File: src/rtl/spi_cmd_pkg.sv
package spi_cmd_pkg;
  localparam int BYTE_W    = 8;
  localparam int ADDR_W    = 24;
  localparam int LEN_W     = 24;
  localparam int DATA_W    = 32;
  localparam int IADDR_W   = 15;
  localparam int CTRL_W    = 7;
  localparam int FLD_BYTES = 7;
  localparam int FLD_W     = FLD_BYTES * BYTE_W;
  localparam int CNT_W     = $clog2(FLD_BYTES + 1);
  localparam int CRC_W     = 7;
  localparam int IDX_W     = 4;

  localparam logic [BYTE_W-1:0] OP_DMA_WR  = 8'hC1;
  localparam logic [BYTE_W-1:0] OP_DMA_RD  = 8'hC2;
  localparam logic [BYTE_W-1:0] OP_INT_WR  = 8'hC3;
  localparam logic [BYTE_W-1:0] OP_INT_RD  = 8'hC4;
  localparam logic [BYTE_W-1:0] OP_TERM    = 8'hC5;
  localparam logic [BYTE_W-1:0] OP_REPEAT  = 8'hC6;
  localparam logic [BYTE_W-1:0] OP_XDMA_WR = 8'hC7;
  localparam logic [BYTE_W-1:0] OP_XDMA_RD = 8'hC8;
  localparam logic [BYTE_W-1:0] OP_SGL_WR  = 8'hC9;
  localparam logic [BYTE_W-1:0] OP_SGL_RD  = 8'hCA;
  localparam logic [BYTE_W-1:0] OP_RESET   = 8'hCF;

  localparam logic [BYTE_W-1:0] STAT_OK  = 8'h00;
  localparam logic [BYTE_W-1:0] STAT_ERR = 8'h01;
  localparam logic [BYTE_W-1:0] RD_HDR   = 8'hF0;

  localparam logic [CRC_W-1:0] CRC_INIT = 7'h7F;
  localparam logic [CRC_W-1:0] CRC_POLY = 7'h09;

  typedef enum logic [1:0] {P_OP, P_FLD, P_CRC, P_END} pstate_t;

  function automatic logic op_known(input logic [BYTE_W-1:0] op);
    case (op)
      OP_DMA_WR, OP_DMA_RD, OP_INT_WR, OP_INT_RD, OP_TERM, OP_REPEAT,
      OP_XDMA_WR, OP_XDMA_RD, OP_SGL_WR, OP_SGL_RD, OP_RESET: op_known = 1'b1;
      default: op_known = 1'b0;
    endcase
  endfunction

  function automatic logic [CNT_W-1:0] fld_len(input logic [BYTE_W-1:0] op);
    case (op)
      OP_DMA_WR, OP_DMA_RD:   fld_len = CNT_W'(5);
      OP_INT_WR:              fld_len = CNT_W'(6);
      OP_INT_RD, OP_SGL_RD:   fld_len = CNT_W'(3);
      OP_XDMA_WR, OP_XDMA_RD: fld_len = CNT_W'(6);
      OP_SGL_WR:              fld_len = CNT_W'(7);
      default:                fld_len = CNT_W'(0);
    endcase
  endfunction
endpackage

File: src/rtl/spi_cmd_crc7.sv
module spi_cmd_crc7
  import spi_cmd_pkg::*;
(
  input  logic [CRC_W-1:0]  crc_i,
  input  logic [BYTE_W-1:0] data_i,
  output logic [CRC_W-1:0]  crc_o
);
  always_comb begin : step_b
    logic [CRC_W-1:0] c;
    logic             fb;
    c = crc_i;
    for (int i = BYTE_W - 1; i >= 0; i--) begin
      fb = c[CRC_W-1] ^ data_i[i];
      c  = {c[CRC_W-2:0], 1'b0} ^ (fb ? CRC_POLY : '0);
    end
    crc_o = c;
  end
endmodule

File: src/rtl/spi_cmd_parser.sv
module spi_cmd_parser
  import spi_cmd_pkg::*;
(
  input  logic              clk,
  input  logic              rst_n,
  input  logic              cs_n,
  input  logic              rx_valid,
  input  logic [BYTE_W-1:0] rx_byte,
  input  logic              crc_en,
  output logic              done,
  output logic              ok,
  output logic [BYTE_W-1:0] op,
  output logic [FLD_W-1:0]  fld
);
  pstate_t           st_q, st_d;
  logic [BYTE_W-1:0] op_q, op_d;
  logic [FLD_W-1:0]  fld_q, fld_d;
  logic [CNT_W-1:0]  cnt_q, cnt_d;
  logic [CRC_W-1:0]  crc_q, crc_d, crc_in, crc_nx;
  logic              done_q, done_d, ok_q, ok_d;

  assign crc_in = (st_q == P_OP) ? CRC_INIT : crc_q;

  spi_cmd_crc7 crc_i (.crc_i(crc_in), .data_i(rx_byte), .crc_o(crc_nx));

  always_comb begin
    st_d = st_q; op_d = op_q; fld_d = fld_q; cnt_d = cnt_q;
    crc_d = crc_q; done_d = 1'b0; ok_d = ok_q;
    if (cs_n) begin
      st_d = P_OP;
    end else if (rx_valid) begin
      case (st_q)
        P_OP: begin
          op_d  = rx_byte;
          crc_d = crc_nx;
          if (!op_known(rx_byte)) begin
            done_d = 1'b1; ok_d = 1'b0; st_d = P_END;
          end else if (fld_len(rx_byte) == '0) begin
            if (crc_en) st_d = P_CRC;
            else begin done_d = 1'b1; ok_d = 1'b1; st_d = P_END; end
          end else begin
            st_d  = P_FLD;
            cnt_d = fld_len(rx_byte) - CNT_W'(1);
          end
        end
        P_FLD: begin
          fld_d = {fld_q[FLD_W-BYTE_W-1:0], rx_byte};
          crc_d = crc_nx;
          if (cnt_q == '0) begin
            if (crc_en) st_d = P_CRC;
            else begin done_d = 1'b1; ok_d = 1'b1; st_d = P_END; end
          end else begin
            cnt_d = cnt_q - CNT_W'(1);
          end
        end
        P_CRC: begin
          done_d = 1'b1;
          ok_d   = (rx_byte[BYTE_W-1:1] == crc_q);
          st_d   = P_END;
        end
        default: st_d = P_END;
      endcase
    end
  end

  always_ff @(posedge clk or negedge rst_n) begin
    if (!rst_n) begin
      st_q <= P_OP; op_q <= '0; fld_q <= '0; cnt_q <= '0;
      crc_q <= CRC_INIT; done_q <= 1'b0; ok_q <= 1'b0;
    end else begin
      st_q <= st_d; op_q <= op_d; fld_q <= fld_d; cnt_q <= cnt_d;
      crc_q <= crc_d; done_q <= done_d; ok_q <= ok_d;
    end
  end

  assign done = done_q;
  assign ok   = ok_q;
  assign op   = op_q;
  assign fld  = fld_q;
endmodule

File: src/rtl/spi_cmd_responder.sv
module spi_cmd_responder
  import spi_cmd_pkg::*;
(
  input  logic              clk,
  input  logic              rst_n,
  input  logic              cs_n,
  input  logic              rx_valid,
  input  logic              start,
  input  logic              ok,
  input  logic              is_read,
  input  logic              crc_en,
  input  logic [BYTE_W-1:0] op,
  input  logic [DATA_W-1:0] rdata,
  output logic [BYTE_W-1:0] tx_byte
);
  logic              act_q, act_d;
  logic [IDX_W-1:0]  idx_q, idx_d, last_q, last_d;
  logic [BYTE_W-1:0] op_q, op_d, stat_q, stat_d;

  always_comb begin
    act_d = act_q; idx_d = idx_q; last_d = last_q; op_d = op_q; stat_d = stat_q;
    if (cs_n) begin
      act_d = 1'b0;
    end else if (start) begin
      act_d  = 1'b1;
      idx_d  = '0;
      op_d   = op;
      stat_d = ok ? STAT_OK : STAT_ERR;
      if (ok && is_read) last_d = crc_en ? IDX_W'(8) : IDX_W'(6);
      else               last_d = IDX_W'(1);
    end else if (act_q && rx_valid) begin
      if (idx_q == last_q) act_d = 1'b0;
      else                 idx_d = idx_q + IDX_W'(1);
    end
  end

  always_ff @(posedge clk or negedge rst_n) begin
    if (!rst_n) begin
      act_q <= 1'b0; idx_q <= '0; last_q <= '0; op_q <= '0; stat_q <= '0;
    end else begin
      act_q <= act_d; idx_q <= idx_d; last_q <= last_d; op_q <= op_d; stat_q <= stat_d;
    end
  end

  always_comb begin
    tx_byte = '0;
    if (act_q) begin
      case (idx_q)
        IDX_W'(0): tx_byte = op_q;
        IDX_W'(1): tx_byte = stat_q;
        IDX_W'(2): tx_byte = RD_HDR;
        IDX_W'(3): tx_byte = rdata[7:0];
        IDX_W'(4): tx_byte = rdata[15:8];
        IDX_W'(5): tx_byte = rdata[23:16];
        IDX_W'(6): tx_byte = rdata[31:24];
        default:   tx_byte = '0;
      endcase
    end
  end
endmodule

File: src/rtl/spi_cmd_target.sv
module spi_cmd_target
  import spi_cmd_pkg::*;
#(
  parameter logic [IADDR_W-1:0] CTRL_ADDR = 15'h0024,
  parameter logic [CTRL_W-1:0]  CTRL_RST  = 7'h0C
) (
  input  logic              clk,
  input  logic              rst_n,
  input  logic              cs_n,
  input  logic              rx_valid,
  input  logic [BYTE_W-1:0] rx_byte,
  output logic [BYTE_W-1:0] tx_byte,
  output logic [ADDR_W-1:0] req_addr,
  output logic [DATA_W-1:0] req_wdata,
  output logic              req_we,
  output logic              req_re,
  output logic              req_internal,
  output logic              req_clockless,
  input  logic [DATA_W-1:0] rsp_rdata,
  output logic              dma_start,
  output logic              dma_read,
  output logic [LEN_W-1:0]  dma_len
);
  logic              done, ok, crc_en, acc;
  logic [BYTE_W-1:0] op;
  logic [FLD_W-1:0]  fld;
  logic              is_sw, is_sr, is_iw, is_ir, is_dma, is_xdma, ctrl_hit;
  logic [BYTE_W-1:0] ia_hi, ia_lo;
  logic [IADDR_W-1:0] iaddr;
  logic [CTRL_W-1:0] ctrl_q, ctrl_d;
  logic              ctrl_wr, ctrl_rd, rd_pend_q, ctrl_rd_q;
  logic [DATA_W-1:0] rdata_q, rdata_d;

  spi_cmd_parser parser_i (
    .clk(clk), .rst_n(rst_n), .cs_n(cs_n), .rx_valid(rx_valid), .rx_byte(rx_byte),
    .crc_en(crc_en), .done(done), .ok(ok), .op(op), .fld(fld)
  );

  assign crc_en  = |ctrl_q[3:2];
  assign acc     = done & ok;
  assign is_sw   = (op == OP_SGL_WR);
  assign is_sr   = (op == OP_SGL_RD);
  assign is_iw   = (op == OP_INT_WR);
  assign is_ir   = (op == OP_INT_RD);
  assign is_dma  = (op == OP_DMA_WR) || (op == OP_DMA_RD);
  assign is_xdma = (op == OP_XDMA_WR) || (op == OP_XDMA_RD);

  // Internal address bytes sit at different depths of the field shifter.
  assign ia_hi    = is_iw ? fld[47:40] : fld[23:16];
  assign ia_lo    = is_iw ? fld[39:32] : fld[15:8];
  assign iaddr    = {ia_hi[6:0], ia_lo};
  assign ctrl_hit = (iaddr == CTRL_ADDR);

  assign req_we        = acc & (is_sw | (is_iw & ~ctrl_hit));
  assign req_re        = acc & (is_sr | (is_ir & ~ctrl_hit));
  assign dma_start     = acc & (is_dma | is_xdma);
  assign req_internal  = done & (is_iw | is_ir);
  assign req_clockless = done & (is_iw | is_ir) & ia_hi[7];
  assign req_wdata     = fld[DATA_W-1:0];
  assign dma_read      = (op == OP_DMA_RD) || (op == OP_XDMA_RD);
  assign dma_len       = is_xdma ? fld[23:0] : {8'h00, fld[15:0]};

  always_comb begin
    if (is_iw || is_ir)  req_addr = {{(ADDR_W-IADDR_W){1'b0}}, iaddr};
    else if (is_sw)      req_addr = fld[55:32];
    else if (is_xdma)    req_addr = fld[47:24];
    else if (is_dma)     req_addr = fld[39:16];
    else                 req_addr = fld[23:0];
  end

  assign ctrl_wr = acc & is_iw & ctrl_hit;
  assign ctrl_rd = acc & is_ir & ctrl_hit;
  assign ctrl_d  = ctrl_wr ? fld[CTRL_W-1:0] : ctrl_q;

  always_comb begin
    rdata_d = rdata_q;
    if (rd_pend_q)      rdata_d = rsp_rdata;
    else if (ctrl_rd_q) rdata_d = {{(DATA_W-CTRL_W){1'b0}}, ctrl_q};
  end

  always_ff @(posedge clk or negedge rst_n) begin
    if (!rst_n) begin
      ctrl_q <= CTRL_RST; rd_pend_q <= 1'b0; ctrl_rd_q <= 1'b0; rdata_q <= '0;
    end else begin
      ctrl_q <= ctrl_d; rd_pend_q <= req_re; ctrl_rd_q <= ctrl_rd; rdata_q <= rdata_d;
    end
  end

  spi_cmd_responder resp_i (
    .clk(clk), .rst_n(rst_n), .cs_n(cs_n), .rx_valid(rx_valid), .start(done),
    .ok(ok), .is_read(is_sr | is_ir), .crc_en(crc_en), .op(op), .rdata(rdata_q),
    .tx_byte(tx_byte)
  );
endmodule

File: config.mk
export PLATFORM = sky130hd
export DESIGN_NAME = spi_cmd_target
export DESIGN_NICKNAME = d
export VERILOG_FILES = /design/src/rtl/spi_cmd_pkg.sv /design/src/rtl/spi_cmd_crc7.sv /design/src/rtl/spi_cmd_parser.sv /design/src/rtl/spi_cmd_responder.sv /design/src/rtl/spi_cmd_target.sv
export SDC_FILE = /design/constraint.sdc
export NUM_CORES = 1
export LEC_CHECK = 0
export ABC_CLOCK_PERIOD_IN_PS = 4700
export BUFFER_PORTS_ARGS = -buffer_cell sky130_fd_sc_hd__buf_2
export CORE_MARGIN = 2
export CORE_UTILIZATION = 50
export CTS_CLUSTER_SIZE = 10
export DETAILED_ROUTE_END_ITERATION = 10
export PLACE_DENSITY = 0.83
export SYNTH_ARGS = -nofsm -noshare
export SYNTH_HDL_FRONTEND = slang
export SYNTH_SLANG_ARGS = --single-unit
File: constraint.sdc
create_clock -name clk -period 4.7 [get_ports clk]
set_input_delay 0.235 -clock clk [delete_from_list [all_inputs] [get_ports clk]]
set_output_delay 0.235 -clock clk [all_outputs]
set_load 0.01 [all_outputs]
After elaboration in Yosys (flattened, before gate mapping)

Index checks and enable logic that the tools add are counted.

Flip-flop bits (word level): 144
Input bits: 44
Output and inout port bits: 94

$add $sub $neg: 3
Equality and inequality tests: 37
Multiplexer cells: 67
Bitwise gates (word level): 35
Reductions and logical operators: 32

Operators by type and width:

| operator                                             | number |
|---|---|
| equality test 8 bit, second input constant           | 19 |
| 2-to-1 mux 24 bit                                    | 5 |
| 2-to-1 mux 32 bit                                    | 2 |
| one-hot mux 8 bit (7 select lines)                   | 1 |
| bitwise XOR 7 x 4 -> 7 bit                           | 8 |
| 2-to-1 mux 4 bit                                     | 13 |
| 2-to-1 mux 3 bit                                     | 12 |
| 2-to-1 mux 8 bit                                     | 3 |
| 2-to-1 mux 1 bit                                     | 20 |
| equality test 15 x 6 -> 1 bit, second input constant | 1 |
| AND 1 bit                                            | 12 |
| equality test 4 x 3 -> 1 bit, second input constant  | 3 |
| one-hot mux 3 bit (4 select lines)                   | 1 |
| AND reduction 3 bit                                  | 4 |
| OR reduction 11 bit                                  | 1 |
| 2-to-1 mux 2 bit                                     | 5 |
| nonzero test 3 bit                                   | 3 |
| equality test 4 x 2 -> 1 bit, second input constant  | 2 |
| != test 2 bit, second input constant                 | 4 |
| nonzero test 2 bit                                   | 4 |
| OR reduction 2 bit                                   | 4 |
| bitwise XOR 1 bit                                    | 8 |
| equality test 7 bit                                  | 1 |
| 2-to-1 mux 7 bit                                     | 1 |
| other kinds (23)                                     | 37 |

Logic depth before layout (Yosys ltp)

Depth after elaboration: 26
Depth in mapped cells: 10

Hierarchy

A second synthesis with hierarchy kept.

Cell total of the unflattened synthesis: 883
Area, all modules: 8,780.9 µm²

By module, submodules not included:

| module            | times used | cells each | area an instance (µm²) |
|---|---|---|---|
| spi_cmd_target    | 1          | 472        | 3,881.2 |
| spi_cmd_parser    | 1          | 265        | 3,515.9 |
| spi_cmd_responder | 1          | 130        | 1,152.4 |
| spi_cmd_crc7      | 1          | 16         | 231.5 |

Worst setup path before layout

Ideal clock, no wire load.

Path kind: register to output
From: register parser_i.op_q[1], in the netlist parser_i.op[1]
To: output port req_addr[12]
Arrival time: 1.704 ns
Required time: 4.465 ns
Slack: 2.761 ns
Stages on the path, launching flop included: 8
Buffers on the path: 2
Cell sequence: dfrtp_1 -> buf_6 -> nor2b_1 -> or4b_4 -> a21oi_4 -> buf_4 -> o22ai_1 -> nand2_1

Longest elaborated chain between the ends: 6
Elaborated cells on any way between the ends: 15
Classes of those cells: 7 x eq/ne; 5 x mux; 3 x reduce/logical

Ends and longest elaborated chain:

| element                | RTL line             | RTL |
|---|---|---|
| from (decl)            | spi_cmd_parser.sv:16 | `logic [BYTE_W-1:0] op_q, op_d;` |
| from (signal assigned) | spi_cmd_parser.sv:71 | `st_q <= st_d; op_q <= op_d; fld_q <= fld_d; cnt_q <= cnt_d;` |
| equality test 8 bit    | spi_cmd_target.sv:45 | `assign is_dma = (op == OP_DMA_WR) \|\| (op == OP_DMA_RD);` |
| logical OR 1 bit       | spi_cmd_target.sv:45 |  |
| 2-to-1 mux 24 bit      | spi_cmd_target.sv:67 | `else if (is_dma) req_addr = fld[39:16];` |
| 2-to-1 mux 24 bit      | spi_cmd_target.sv:66 | `else if (is_xdma) req_addr = fld[47:24];` |
| 2-to-1 mux 24 bit      | spi_cmd_target.sv:65 | `else if (is_sw) req_addr = fld[55:32];` |
| 2-to-1 mux 24 bit (*)  | spi_cmd_target.sv:64 | `if (is_iw \|\| is_ir) req_addr = {{(ADDR_W-IADDR_W){1'b0}}, iaddr};` |
| to (decl)              | spi_cmd_target.sv:13 | `output logic [ADDR_W-1:0] req_addr,` |

Every way passes the cells marked *; elsewhere a longest branch is shown, timed or not.

Worst setup path after layout

From: register parser_i.op_q[1], in the netlist parser_i.op[1]
To: output port req_addr[0]

Same word-level chain as after synthesis.

==> flow_summary.json <==
{
  "grt_start_max_net_pins": 92,
  "synth_area_per_cell_um2": 9.79,
  "finalHoldViolCount": 0,
  "synth-xor-area-share_pct": 3.54,
  "post-route-min-period_ps": 3380,
  "synth_top_family_by_area": "compound AO/OA/AOI/OAI gates",
  "drive_gt1_share_pct": 30.5,
  "ys_async_sr_fraction_pct": 100,
  "io_buffers": 137,
  "vdd_drop_max_mv": 0.473,
  "die_x_um": 132,
  "slew_viol_final": 0,
  "p_leak_nw": 4.05,
  "grt_pass1_wl_um": 34400,
  "synthMuxAreaShare_pct": 12.3,
  "synth_edf_count": 0,
  "final_cell_mix": "136 x buf_2, 127 x dfrtp_1, 84 x nand2_1",
  "status": "complete, no violations",
  "synth_compound_area_share_pct": 17.3,
  "arrival_ps": 3150,
  "max-cap-violations": 0,
  "cts_buffers": 17,
  "rows": 46,
  "die_y_um": 132,
  "crit_chain": "nand2_1 > o21ba_2 > nand2b_1 > o22ai_1 > nor3_1 > buf_2",
  "cp.buffers_inverters": 1,
  "pre_cts_slack_ps": 1830,
  "first_pass_iters": 5,
  "hold_class": "in2reg",
  "max_freq_mhz": 296,
  "start_kind": "flop",
  "rsz0062_at_grt": "no",
  "yosysUniqueCellTypes": 69,
  "critPathKind": "reg2out",
  "yosysTopAreaCellShare_pct": 38.9,
  "overflow": 0,
  "grt_pass1_vias": 6432,
  "ant_nets": 0,
  "drt_iter0_markers": 671,
  "initial_utilization_pct": 51.2,
  "clock_latency_ps": 420,
  "coreArea_um2": 15900,
  "synth_seq_area_share_pct": 41.8,
  "grt_util_all_layers_pct": 24.7,
  "dpl.cell_count": 1089,
  "worst_pin_slew_ps": 1080,
  "synthAdderAreaFrac_pct": 1.38,
  "post_cts_resized": 0,
  "place.gp.congestion": 0.967,
  "clock_skew_ps": 7.35,
  "clkSinkCount": 136,
  "n_fill_cell": 1362,
  "dieArea_um2": 17400,
  "synth-seq-cells": 136,
  "viasPerCell": 6.00,
  "num_vias": 6730,
  "fin_ws_ps": 1320,
  "area_growth_pct": 12.0,
  "cpMaxStageDelayCell": "dfrtp_1",
  "syn_inst": 834,
  "cts_tree": "yes",
  "wire_per_inst_um": 19.0,
  "utilization_pct": 57.3,
  "antenna_found_initial": 0,
  "cp.required_ps": 4470,
  "nNetsFinal": 946,
  "wl_um": 21300,
  "netlist_area_um2": 8160,
  "clockBufferDepth": 2,
  "ctsHtreeMaxLevel": 4,
  "layout_commonest_cell": "buf_2",
  "synth_warnings": 0,
  "worstPathMaxFanout": 29,
  "synth_area_leader_cell": "dfrtp_1",
  "total_power_w": 0.00563,
  "dp_hpwl_um": 14800,
  "stdcell_count": 1122,
  "root_buffer": "clkbuf_16",
  "clk_pin_slew_ps": 60,
  "post_cts_buffers": 0,
  "worst_slew_margin_rel_pct": 28.3,
  "critical_path.top_delay_family": "flip-flops",
  "worstSetupEndpointType": "output pin",
  "diodes": 0,
  "slowest_delay_ps": 990,
  "yosys.area_share.simple_pct": 15.3,
  "syn-num-nets": 887,
  "top_level_ports": 138,
  "synthTopCellsByArea": "dfrtp_1 39%, mux2_2 10%, buf_4 4.8%",
  "post-route-period-util_pct": 72.0,
  "finalSetupViolCount": 0,
  "synthFlopType": "dfrtp_1",
  "drcViolationCount": 0,
  "power_density_nw_per_um2": 616,
  "finalSetupTns_ps": 0
}
-- metrics by stage --
step                      hold WS [ps]  instance area [um^2]
after global placement             359                  8540
after CTS                         15.6                  9140
after global routing              21.8                  9140
after floorplan                  -60.6                  8160
final                             24.7                  9140
after detailed placement           366                  8540
-- per-layer routing --
| layer | global-route usage [%] | vias up | wire [um] |
|---|---|---|---|
| met2 | 37.6 | 318 | 9770 |
| met3 | 4.65 | 54 | 1370 |
| met5 | 0 | - | 0 |
| met4 | 9.66 | 0 | 599 |
| li1 | - | 3093 | - |
| met1 | 35.0 | 3265 | 9580 |
-- logic make-up after synthesis --
group | after synthesis
flops | 136
simple gates | 241
xor+xnor | 33
buf+inv | 121
compound gates | 204
fa+ha+maj | 9
mux | 90
-- cell usage after synthesis (all sizes together), types with 12 or more instances --
cell	instances
dfrtp	127
nand2	85
mux2	78
buf	76
o21ai	49
nor2	40
o22ai	35
a21oi	28
nand2b	27
xnor2	27
clkbuf	25
inv	20
nor3	20
nor2b	15
o21a	14
mux2i	12
-- where the power goes --
| group | switching (W) | internal, W |
|---|---|---|
| combinational | 0.000997 | 0.00105 |
| sequential | 0.000705 | 0.00156 |
| clock | 0.000526 | 0.000801 |
| total | 0.00223 | 0.00341 |
-- worst reg2reg max path: stages (launching register included) --
cell and delay [ps]:
dfrtp_1 990, nand2_1 450, nor4_4 660, mux2_2 410
-- state kept, by name (all words and copies together) (netlist names), 2 cells and up --
| register | cells |
|---|---|
| resp_i.idx_q | 4 |
| parser_i.crc_q | 7 |
| ctrl_q | 7 |
| resp_i.last_q | 3 |
| parser_i.fld | 56 |
| parser_i.st_q | 2 |
| parser_i.cnt_q | 3 |
| parser_i.op | 8 |
| resp_i.op_q | 8 |
| rdata_q | 32 |
-- final timing paths --
kind	from	end	slack [ps]	cells past startpoint
worst max-delay path	parser_i.op[1]	req_addr[0]	1320	6
worst min-delay path	rsp_rdata[5]	rdata_q[5]	20	3
worst max register to register	parser_i.op[1]	ctrl_q[0]	2080	3
worst min register to register	resp_i.stat_q[0]	resp_i.stat_q[0]	500	1
max in group asynchronous	rst_n	rdata_q[4]	3120	3
min in group asynchronous	rst_n	parser_i.fld[25]	460	2
-- what timing repair did --
action / 4_1_cts / 5_1_grt
hold buffers: 1 / 0
endpoints found under the hold margin: 85 / 0
endpoints found under the setup margin: 0 / 0
-- area by class of cell --
cell class	instances	area [um^2]	area share, %
Clock buffer	19	443	4.85
Clock inverter	13	145	1.59
Inverter	20	75.1	0.821
Multi-Input combinational cell	577	4070	44.5
Sequential cell	136	3410	37.4
Tap cell	216	270	2.96
Timing Repair Buffer	141	724	7.92
Note: power is estimated with default switching activity, not from simulation.
